### config.mk
export PLATFORM = sky130hd
export DESIGN_NAME = stride_agen
export DESIGN_NICKNAME = d
export VERILOG_FILES = /design/src/rtl/stride_agen_pkg.sv /design/src/rtl/stride_agen_dp.sv /design/src/rtl/stride_agen_ctrl.sv /design/src/rtl/stride_agen.sv
export SDC_FILE = /design/constraint.sdc
export NUM_CORES = 1
export LEC_CHECK = 0
export CAP_MARGIN = 20
export CORE_AREA = 2 2 241 291
export CTS_BUF_LIST = sky130_fd_sc_hd__clkbuf_8
export DETAILED_ROUTE_END_ITERATION = 12
export DIE_AREA = 0 0 243 293
export HOLD_SLACK_MARGIN = 0.02
export PLACE_DENSITY = 0.68
export SETUP_SLACK_MARGIN = 0.3
export SYNTH_ARGS = -nofsm -noshare
export SYNTH_HDL_FRONTEND = slang
export SYNTH_SLANG_ARGS = --single-unit
### constraint.sdc
create_clock -name clk -period 3.6 [get_ports clk]
set_input_delay 0.72 -clock clk [delete_from_list [all_inputs] [get_ports clk]]
set_output_delay 0.72 -clock clk [all_outputs]
set_load 0.05 [all_outputs]
### src/rtl/stride_agen_pkg.sv
package stride_agen_pkg;

  // Loops above the innermost one (levels 1..3)
  localparam int NUM_OUTER = 3;

  // Strobes from control to datapath
  typedef struct packed {
    logic load;   // capture a new record
    logic step;   // a burst was accepted, advance the walk
  } dpCtrl_t;

  // Loop position reported by the datapath; bit 0 is level 1
  typedef struct packed {
    logic [NUM_OUTER-1:0] isLast;
    logic [NUM_OUTER-1:0] isZero;
  } dpStat_t;

  // True when the current burst opens a portion released by one trigger
  function automatic logic chunkStart(input logic [1:0] kind,
                                      input logic [NUM_OUTER-1:0] isZero);
    case (kind)
      2'd0:    chunkStart = 1'b1;
      2'd1:    chunkStart = isZero[0];
      2'd2:    chunkStart = &isZero[1:0];
      default: chunkStart = &isZero;
    endcase
  endfunction

endpackage

### src/rtl/stride_agen_dp.sv
module stride_agen_dp
  import stride_agen_pkg::*;
#(
  parameter int ADDR_W = 64,
  parameter int CNT_W  = 16,
  parameter int DIM_W  = 32
) (
  input  logic                              clk,
  input  logic                              rstN,
  input  dpCtrl_t                           ctl,
  input  logic [ADDR_W-1:0]                 baseAddr,
  input  logic [CNT_W-1:0]                  innerCnt,
  input  logic [NUM_OUTER-1:0][CNT_W-1:0]   outerCnt,
  input  logic [NUM_OUTER-1:0][DIM_W-1:0]   dimIn,
  input  logic [1:0]                        recType,
  output dpStat_t                           stat,
  output logic [ADDR_W-1:0]                 burstAddr,
  output logic [CNT_W-1:0]                  burstLen
);

  localparam int EXT_W = ADDR_W - DIM_W;

  logic [NUM_OUTER-1:0][CNT_W-1:0]  idx, lim;
  logic [NUM_OUTER-1:0][ADDR_W-1:0] rowAddr, sumAddr, nextRow;
  logic [NUM_OUTER-1:0][DIM_W-1:0]  dimR;
  logic [CNT_W-1:0]                 lenR;
  logic [NUM_OUTER-1:0]             adv, bump, lastV, zeroV;

  // Carry chain: level k advances when every level below it is at its end
  always_comb begin
    adv[0] = 1'b1;
    for (int k = 1; k < NUM_OUTER; k++) adv[k] = adv[k-1] & lastV[k-1];
    bump = adv & ~lastV;
  end

  // A bump at level k reloads every row register at or below k from level k
  always_comb begin
    for (int j = 0; j < NUM_OUTER; j++) begin
      nextRow[j] = '0;
      for (int k = 0; k < NUM_OUTER; k++)
        if (k >= j && bump[k]) nextRow[j] = sumAddr[k];
    end
  end

  for (genvar k = 0; k < NUM_OUTER; k++) begin : g_level
    logic [CNT_W-1:0] effCnt;
    // inactive levels and zero counts run once
    assign effCnt = ((k + 1) > int'(recType) || outerCnt[k] == '0) ?
                    CNT_W'(1) : outerCnt[k];
    // sign-extended stride, wraps modulo 2^ADDR_W
    assign sumAddr[k] = rowAddr[k] + {{EXT_W{dimR[k][DIM_W-1]}}, dimR[k]};
    assign lastV[k]   = (idx[k] == lim[k]);
    assign zeroV[k]   = (idx[k] == '0);

    always_ff @(posedge clk) begin
      if (!rstN) begin
        idx[k]     <= '0;
        lim[k]     <= '0;
        rowAddr[k] <= '0;
        dimR[k]    <= '0;
      end else if (ctl.load) begin
        idx[k]     <= '0;
        lim[k]     <= effCnt - CNT_W'(1);
        rowAddr[k] <= baseAddr;
        dimR[k]    <= dimIn[k];
      end else if (ctl.step) begin
        if (adv[k]) idx[k] <= lastV[k] ? '0 : idx[k] + CNT_W'(1);
        if (|bump[NUM_OUTER-1:k]) rowAddr[k] <= nextRow[k];
      end
    end
  end

  always_ff @(posedge clk) begin
    if (!rstN)         lenR <= '0;
    else if (ctl.load) lenR <= innerCnt;
  end

  assign stat.isLast = lastV;
  assign stat.isZero = zeroV;
  assign burstAddr   = rowAddr[0];
  assign burstLen    = lenR;

endmodule

### src/rtl/stride_agen_ctrl.sv
module stride_agen_ctrl
  import stride_agen_pkg::*;
#(
  parameter int NUM_SLOTS = 2
) (
  input  logic                       clk,
  input  logic                       rstN,
  input  logic                       start,
  input  logic [1:0]                 recType,
  input  logic [1:0]                 evtSize,
  input  logic [NUM_SLOTS-1:0][1:0]  slotSel,
  input  logic [NUM_SLOTS-1:0][1:0]  slotKind,
  input  logic [NUM_SLOTS+1:0]       trigIn,
  input  dpStat_t                    stat,
  input  logic                       burstReady,
  output dpCtrl_t                    ctl,
  output logic                       burstValid,
  output logic                       eventPulse,
  output logic                       doneFlag
);

  typedef enum logic [1:0] {S_IDLE, S_RUN, S_FIN} state_t;

  state_t                      state;
  logic [1:0]                  typR, evtR;
  logic [NUM_SLOTS-1:0][1:0]   selR, kindR;
  logic [NUM_SLOTS-1:0]        pend, hit, need;
  logic                        granted, gateOk, grantNow, hs, finalB, evtHit, load;

  // source decode per slot
  for (genvar s = 0; s < NUM_SLOTS; s++) begin : g_slot
    always_comb begin
      case (selR[s])
        2'd1:    hit[s] = trigIn[0];
        2'd2:    hit[s] = trigIn[1];
        2'd3:    hit[s] = trigIn[2 + s];
        default: hit[s] = 1'b0;
      endcase
      need[s] = (selR[s] != 2'd0) && chunkStart(kindR[s], stat.isZero);
    end

    // one-deep pending, cleared on start and when used
    always_ff @(posedge clk) begin
      if (!rstN || load)            pend[s] <= 1'b0;
      else if (grantNow && need[s]) pend[s] <= 1'b0;
      else                          pend[s] <= pend[s] | hit[s];
    end
  end

  assign load       = (state == S_IDLE) && start;
  assign gateOk     = &(~need | pend | hit);
  assign grantNow   = (state == S_RUN) && !granted && gateOk;
  assign burstValid = (state == S_RUN) && (granted || gateOk);
  assign hs         = burstValid && burstReady;
  assign finalB     = &stat.isLast;
  assign ctl.load   = load;
  assign ctl.step   = hs;
  assign doneFlag   = (state == S_FIN);

  // event level selection
  always_comb begin
    if (evtR == 2'd0 || evtR > typR) evtHit = finalB;
    else if (evtR == 2'd1)           evtHit = 1'b1;
    else if (evtR == 2'd2)           evtHit = stat.isLast[0];
    else                             evtHit = &stat.isLast[1:0];
  end

  always_ff @(posedge clk) begin
    if (!rstN) begin
      state      <= S_IDLE;
      granted    <= 1'b0;
      eventPulse <= 1'b0;
      typR       <= '0;
      evtR       <= '0;
      selR       <= '0;
      kindR      <= '0;
    end else begin
      eventPulse <= hs && evtHit;
      granted    <= load ? 1'b0 : ((granted | grantNow) & ~hs);
      case (state)
        S_IDLE: if (start) begin
          state <= S_RUN;
          typR  <= recType;
          evtR  <= evtSize;
          selR  <= slotSel;
          kindR <= slotKind;
        end
        S_RUN:   if (hs && finalB) state <= S_FIN;
        default: state <= S_IDLE;
      endcase
    end
  end

endmodule

### src/rtl/stride_agen.sv
module stride_agen
  import stride_agen_pkg::*;
#(
  parameter int ADDR_W = 64,
  parameter int CNT_W  = 16,
  parameter int DIM_W  = 32
) (
  input  logic              clk,
  input  logic              rstN,
  input  logic              start,
  input  logic [ADDR_W-1:0] baseAddr,
  input  logic [CNT_W-1:0]  cnt0,
  input  logic [CNT_W-1:0]  cnt1,
  input  logic [CNT_W-1:0]  cnt2,
  input  logic [CNT_W-1:0]  cnt3,
  input  logic [DIM_W-1:0]  dim1,
  input  logic [DIM_W-1:0]  dim2,
  input  logic [DIM_W-1:0]  dim3,
  input  logic [1:0]        recType,
  input  logic [1:0]        evtSize,
  input  logic [1:0]        trigSelA,
  input  logic [1:0]        trigKindA,
  input  logic [1:0]        trigSelB,
  input  logic [1:0]        trigKindB,
  input  logic [3:0]        trigIn,
  output logic              burstValid,
  input  logic              burstReady,
  output logic [ADDR_W-1:0] burstAddr,
  output logic [CNT_W-1:0]  burstLen,
  output logic              eventPulse,
  output logic              doneFlag
);

  dpCtrl_t ctl;
  dpStat_t stat;

  stride_agen_ctrl #(.NUM_SLOTS(2)) u_ctrl (
    .clk        (clk),
    .rstN       (rstN),
    .start      (start),
    .recType    (recType),
    .evtSize    (evtSize),
    .slotSel    ({trigSelB, trigSelA}),
    .slotKind   ({trigKindB, trigKindA}),
    .trigIn     (trigIn),
    .stat       (stat),
    .burstReady (burstReady),
    .ctl        (ctl),
    .burstValid (burstValid),
    .eventPulse (eventPulse),
    .doneFlag   (doneFlag)
  );

  stride_agen_dp #(.ADDR_W(ADDR_W), .CNT_W(CNT_W), .DIM_W(DIM_W)) u_dp (
    .clk       (clk),
    .rstN      (rstN),
    .ctl       (ctl),
    .baseAddr  (baseAddr),
    .innerCnt  (cnt0),
    .outerCnt  ({cnt3, cnt2, cnt1}),
    .dimIn     ({dim3, dim2, dim1}),
    .recType   (recType),
    .stat      (stat),
    .burstAddr (burstAddr),
    .burstLen  (burstLen)
  );

endmodule

# [Word level (Yosys, flattened, before mapping)]
# Cells that the tools add are included.
[totals] ff_bits=418 out_inout_bits=83 elab_cells=150
[op_classes] n_addsub=9 order_cmp=4 eq_ne=19 mux=30 n_bitwise=12 reduce_logical=52
[ops] op="64-bit two-way mux" count=14
[ops] op="64-bit adder" count=3
[ops] op="16-bit logical NOT" count=6
[ops] op="16-bit two-way mux" count=6
[ops] op="16-bit by 1-bit adder with 16-bit output, second input constant" count=3
[ops] op="16-bit == test" count=3
[ops] op="16-bit by 1-bit subtractor with 16-bit output, second input constant" count=3
[ops] op="2-bit AND reduction" count=10
[ops] op="2-bit == test, second input constant" count=8
[ops] op="2-bit by 1-bit == test with 1-bit output, second input constant" count=6
[ops] op="1-bit one-hot mux with 3 select lines" count=4
[ops] op="2-bit nonzero test" count=6
[ops] op="1-bit logical AND" count=11
[ops] op="2-bit logical NOT" count=4
[ops] op="2-bit OR reduction" count=4
[ops] op="1-bit logical OR" count=6
[ops] op="3-bit AND reduction" count=2
[ops] op="2-bit greater-than comparator, first input constant" count=2
[ops] op="2-bit two-way mux" count=2
[ops] op="2-bit != test, second input constant" count=2
[ops] op="2-bit bitwise OR" count=2
[ops] op="2-bit one-hot mux with 2 select lines" count=1
[ops] op="3-bit bitwise AND" count=1
[ops] op="1-bit two-way mux" count=3
[ops] op="other kinds (9)" count=14

# [Logic depth before layout (Yosys ltp)]
[logic_depth] ltp_word=14 mapped_depth=17 mapped_depth_nobuf=15

# [Modules after synthesis]
# From an unflattened synthesis, not the netlist that was laid out.
[unflattened] hier_cells=4067 hier_area_um2=30947.2
[modules_own_cells] module="stride_agen_dp" instances=1 cells_per_inst=3952 area_per_inst_um2=29983.8 seq_area_each_um2=8007.7
[modules_own_cells] module="stride_agen_ctrl" instances=1 cells_per_inst=115 area_per_inst_um2=963.4 seq_area_each_um2=360.3

# [Worst setup path before layout]
# No wires, ideal clock.
[synth_path] path_type="register to register" startpoint="register u_dp.dimR[63] (netlist name)" endpoint="register u_dp.rowAddr[124] (netlist name)" setup_ps=124 arrival_ps=3526 required_time_ps=3476 slack_ps=-50 stages_incl_launch_ff=14 path_buffers=1 period_less_slack_ps=3650 cell_sequence="dfxtp_1 > ha_1 > clkbuf_1 > a21o_1 > o21bai_1 > a2111oi_0 > o22ai_1 > a221oi_1 > o21ai_1 > a21oi_1 > o21ai_0 > xor2_1 > a211oi_1 > o31ai_1"
[synth_between] elab_chain_len=6
[synth_lines] item="from (decl)" line_no="stride_agen_dp.sv:25" text="logic [NUM_OUTER-1:0][DIM_W-1:0] dimR;"
[synth_lines] item="from (signal, indexed assignment)" line_no="stride_agen_dp.sv:65" text="dimR[k] <= dimIn[k];"
[synth_lines] item="64-bit adder" line_no="stride_agen_dp.sv:51" text="assign sumAddr[k] = rowAddr[k] + {{EXT_W{dimR[k][DIM_W-1]}}, dimR[k]};"
[synth_lines] item="64-bit two-way mux (2 in a row)" line_no="stride_agen_dp.sv:41" text="if (k >= j && bump[k]) nextRow[j] = sumAddr[k];"
[synth_lines] item="64-bit two-way mux" line_no="stride_agen_dp.sv:68" text="if (|bump[NUM_OUTER-1:k]) rowAddr[k] <= nextRow[k];"
[synth_lines] item="64-bit two-way mux" line_no="stride_agen_dp.sv:66" text="end else if (ctl.step) begin"
[synth_lines] item="64-bit two-way mux" line_no="stride_agen_dp.sv:61" text="end else if (ctl.load) begin"
[synth_lines] item="to (signal, indexed assignment)" line_no="stride_agen_dp.sv:64" text="rowAddr[k] <= baseAddr;"
[synth_lines] item="to (signal, indexed assignment)" line_no="stride_agen_dp.sv:68"
[synth_lines] item="to (decl)" line_no="stride_agen_dp.sv:24" text="logic [NUM_OUTER-1:0][ADDR_W-1:0] rowAddr, sumAddr, nextRow;"
# No other way between the ends. The select of a mux whose other input is x is not followed.
# A chain may end at the register's enable or synchronous reset.

# [Final worst setup path]
[layout_path] startpoint="register u_dp.idx[18] (netlist name)" endpoint="output burstValid"
[layout_between] elab_chain_len=10 word_cells_on_any_way=13 classes_between="mux: 2; bitwise: 3; reduce/logical: 8"
[layout_lines] item="from (decl)" line_no="stride_agen_dp.sv:23" text="logic [NUM_OUTER-1:0][CNT_W-1:0] idx, lim;"
[layout_lines] item="from (signal, indexed assignment)" line_no="stride_agen_dp.sv:67" text="if (adv[k]) idx[k] <= lastV[k] ? '0 : idx[k] + CNT_W'(1);"
[layout_lines] item="16-bit logical NOT (*)" line_no="stride_agen_dp.sv:53" text="assign zeroV[k] = (idx[k] == '0);"
[layout_lines] item="3-bit AND reduction / 2-bit AND reduction (equally long branches)" line_no="stride_agen_pkg.sv:25, stride_agen_pkg.sv:24"
[layout_lines] item="1-bit one-hot mux with 3 select lines" line_no="stride_agen_pkg.sv:21" text="case (kind)"
[layout_lines] item="1-bit logical AND" line_no="stride_agen_ctrl.sv:39" text="need[s] = (selR[s] != 2'd0) && chunkStart(kindR[s], stat.isZero);"
[layout_lines] item="2-bit NOT (*)" line_no="stride_agen_ctrl.sv:51" text="assign gateOk = &(~need | pend | hit);"
[layout_lines] item="2-bit bitwise OR (*) (2 in a row)" line_no="stride_agen_ctrl.sv:51"
[layout_lines] item="2-bit AND reduction (*)" line_no="stride_agen_ctrl.sv:51"
[layout_lines] item="1-bit logical OR (*)" line_no="stride_agen_ctrl.sv:53" text="assign burstValid = (state == S_RUN) && (granted || gateOk);"
[layout_lines] item="1-bit logical AND (*)" line_no="stride_agen_ctrl.sv:53"
[layout_lines] item="to (decl)" line_no="stride_agen.sv:26" text="output logic burstValid,"
# Every way passes the cells marked *; elsewhere a longest branch is shown, timed or not.

==> impl_metrics.json <==
{
  "status": "completed",
  "relSlewSlack": 0.272,
  "irDropWorstVdd_uv": 230,
  "synthArstFlopShare": 0,
  "synth_xor_area_frac": 0.0831,
  "postRouteAntennaNets": 0,
  "root_buffer": "clkbuf_8",
  "worst_pin_slew_ns": 1.08,
  "powerDensity_nw_per_um2": 383,
  "cap_violations": 0,
  "fmaxAchievable_mhz": 295,
  "grt_max_degree": 117,
  "dr.pass1.iters": 6,
  "syn_inst": 4174,
  "stdcell_count": 5562,
  "cts_sinks": 418,
  "rows": 105,
  "required_ns": 2.88,
  "place_congestion": 1.03,
  "h-tree-depth": 3,
  "dp_cells": 5366,
  "yosysWarnings": 0,
  "routed_via_density": 5.96,
  "path_clk_slew_ns": 0.06,
  "timing.setup.tns_ns": 0,
  "final_nets": 5035,
  "layout_min_cycle_time_ns": 3.39,
  "hold_viol": 0,
  "synth_compound_area_frac": 0.280,
  "hp-start": "u_dp.burstLen[0]",
  "area_growth_pct": 30.0,
  "worst_clock_skew_ns": 0.0450,
  "syn_nets": 4621,
  "grt.met1_usage": 0.365,
  "utilization": 0.582,
  "yosys_register_bits": 418,
  "r2r_start": "u_dp.rowAddr[66]",
  "drt_iter0_drc": 2311,
  "wl_per_cell_um": 22.4,
  "hp-class": "reg2reg",
  "drc": 0,
  "grt_overflow_total": 0,
  "worst_slack_ns": 0.212,
  "cts_buffer_depth": 3,
  "p_leak_uw": 0.0159,
  "portBuffers": 326,
  "start_kind": "flop",
  "cts_tree": "yes",
  "drive_above_1_share": 0.170,
  "start_util": 0.448,
  "cp-startpoint": "u_dp.idx[18]",
  "numCtsBuffers": 75,
  "ctsHoldBuffers": 0,
  "synth_fa_ha_area_frac": 0.0841,
  "die_h_um": 293,
  "synth.area.mux_share": 0.00427,
  "ys_types": 87,
  "antenna_found_initial": 11,
  "yosys.area_share.simple": 0.217,
  "grtUsageMet2": 0.569,
  "synthTopCellsByArea": "dfxtp_1 (27%), a21oi_1 (9.1%), ha_1 (8.2%)",
  "dp_slack_ns": -0.0670,
  "critPathArrivalTime_ns": 2.67,
  "die_area_um2": 71200,
  "fill_cells": 6481,
  "yosys.area.top_type": "dfxtp_1",
  "path_class": "reg2out",
  "grt_pass1_wl_um": 184000,
  "slew_viol_final": 0,
  "vias": 33169,
  "synthFlopType": "dfxtp_1",
  "cp_max_fo": 6,
  "hpwlAfterDp_um": 94400,
  "grt_busiest_layer": "met2",
  "worstSkewPairLatency_ns": 0.69,
  "synth_top_area_frac": 0.275,
  "yosysSeqAreaShare": 0.275,
  "wl_um": 125000,
  "coreArea_um2": 68100,
  "grtUsageTotal": 0.332,
  "endpoint_kind": "primary output",
  "synth-edff-count": 0,
  "avgSynthCellArea_um2": 7.30,
  "setup_viol": 0,
  "synth_top_family_by_area": "compound AO/OA/AOI/OAI gates",
  "netlist_area_um2": 30500,
  "io_pins": 327,
  "rsz0062_at_grt": "true",
  "use_met3": 0.0571,
  "die_w_um": 243,
  "grt_pass1_vias": 31888,
  "fin_crit_sh": 0.941
}
[logic make-up (layout without fill, tap and decap cells)]
group,after synthesis,count (layout)
AOI/OAI and AO/OA,1379,1379
xor gates and xnor gates,289,289
adders and majority gates,203,203
buffers and inverters,393,867
DFF,418,418
muxes,13,13
other,0,5
and+or+nand+nor,1479,1479
[final cells by class]
type                       count  area [um2]  area share
tap                          909        1140      0.0287
sequential                   418        8420       0.213
clock inverter                41         402      0.0101
antenna                        5        12.5    0.000316
multi-input combinational   3363       21900       0.554
clock buffer                  96        1320      0.0334
inverter                      60         233     0.00588
timing repair buffer         670        6150       0.155
[cell usage after synthesis (all sizes together) (13+ instances only)]
cell type / number
nand3: 103
nor4: 43
o21ai: 269
o221ai: 15
nand4: 89
dfxtp: 418
o21a: 26
nand2b: 22
nor3: 81
a22oi: 21
and3: 25
a21oi: 557
nand2: 647
o211ai: 38
a31oi: 52
ha: 200
or3: 27
a221oi: 32
a211oi: 69
o31ai: 19
buf: 100
xor2: 157
xnor2: 132
nor2b: 15
and4: 13
clkbuf: 233
inv: 59
or2: 13
a21boi: 17
nor2: 365
a21o: 90
o21bai: 44
and2: 16
a311oi: 23
mux2i: 13
[routing by layer]
layer  vias up  wire (um)
li1      15849          -
met1     15538      47000
met3       442       7870
met5         -         72
met2      1330      58800
met4        10      10800
[sequential cells by signal (all words and copies together) (netlist names), 4 cells and up]
signal,cells
u_ctrl.kindR,4
u_ctrl.selR,4
u_dp.burstAddr,64
u_dp.burstLen,16
u_dp.dimR,96
u_dp.idx,48
u_dp.lim,48
u_dp.rowAddr,128
[repair_timing]
item,in CTS,in global routing
pin swaps,32,104
setup buffers,15,38
gates cloned,0,1
setup endpoints to repair,86,103
resized for setup,116,231
[cell usage in the layout, fill, tap and decap left out, types with 21 or more instances in the layout]
cell	count
nand4_1	89
nor2_1	353
or3_1	25
buf_4	313
dfxtp_2	23
dfxtp_1	390
o211ai_1	38
ha_2	24
clkbuf_8	96
inv_1	69
a311oi_1	22
o21a_1	25
o21bai_1	41
o21ai_0	231
and3_1	22
a221oi_1	24
a21oi_2	45
a211oi_1	54
nand3_1	99
a21oi_1	506
xor2_1	154
ha_1	151
ha_4	25
nor4_1	35
clkdlybuf4s50_1	324
a31oi_1	44
nor3_1	72
nand2b_1	21
a21o_1	90
xnor2_1	123
nand2_1	641
[stage by stage]
step / hold WS, ns / total power [uW] / area (um2)
after floorplan: 0.433 / 7930 / 30500
after global placement: 0.442 / 9690 / 35900
after detailed placement: 0.446 / 9700 / 35900
after CTS: 0.453 / 14900 / 38200
after global routing: 0.470 / 15700 / 39600
final: 0.452 / 15200 / 39600
[critical path, cell delays in order (launching register included)]
cell and delay [ns]:
dfxtp_1 0.41, nor4_4 0.37, nand4_1 0.12, buf_4 0.19
o21ai_4 0.15, o2111ai_2 0.17, a21oi_2 0.23, buf_4 0.15
nor2_2 0.05, buf_6 0.17
[where the power goes]
group	switching, uW	total (uW)	internal [uW]	leakage [uW]
registers	316	5270	4950	0.00345
logic	2860	4710	1850	0.0115
clock network	2250	5170	2930	0.000942
[final timing paths]
| path | end | slack [ns] | depth (start not counted) |
|---|---|---|---|
| setup / recovery | burstValid | 0.21 | 9 |
| hold / removal | u_dp.burstLen[0] | 0.45 | 2 |
| setup reg to reg | u_dp.rowAddr[119] | 0.28 | 14 |
| hold reg to reg | u_dp.burstLen[0] | 0.45 | 2 |
(Power assumes the default switching activity.)
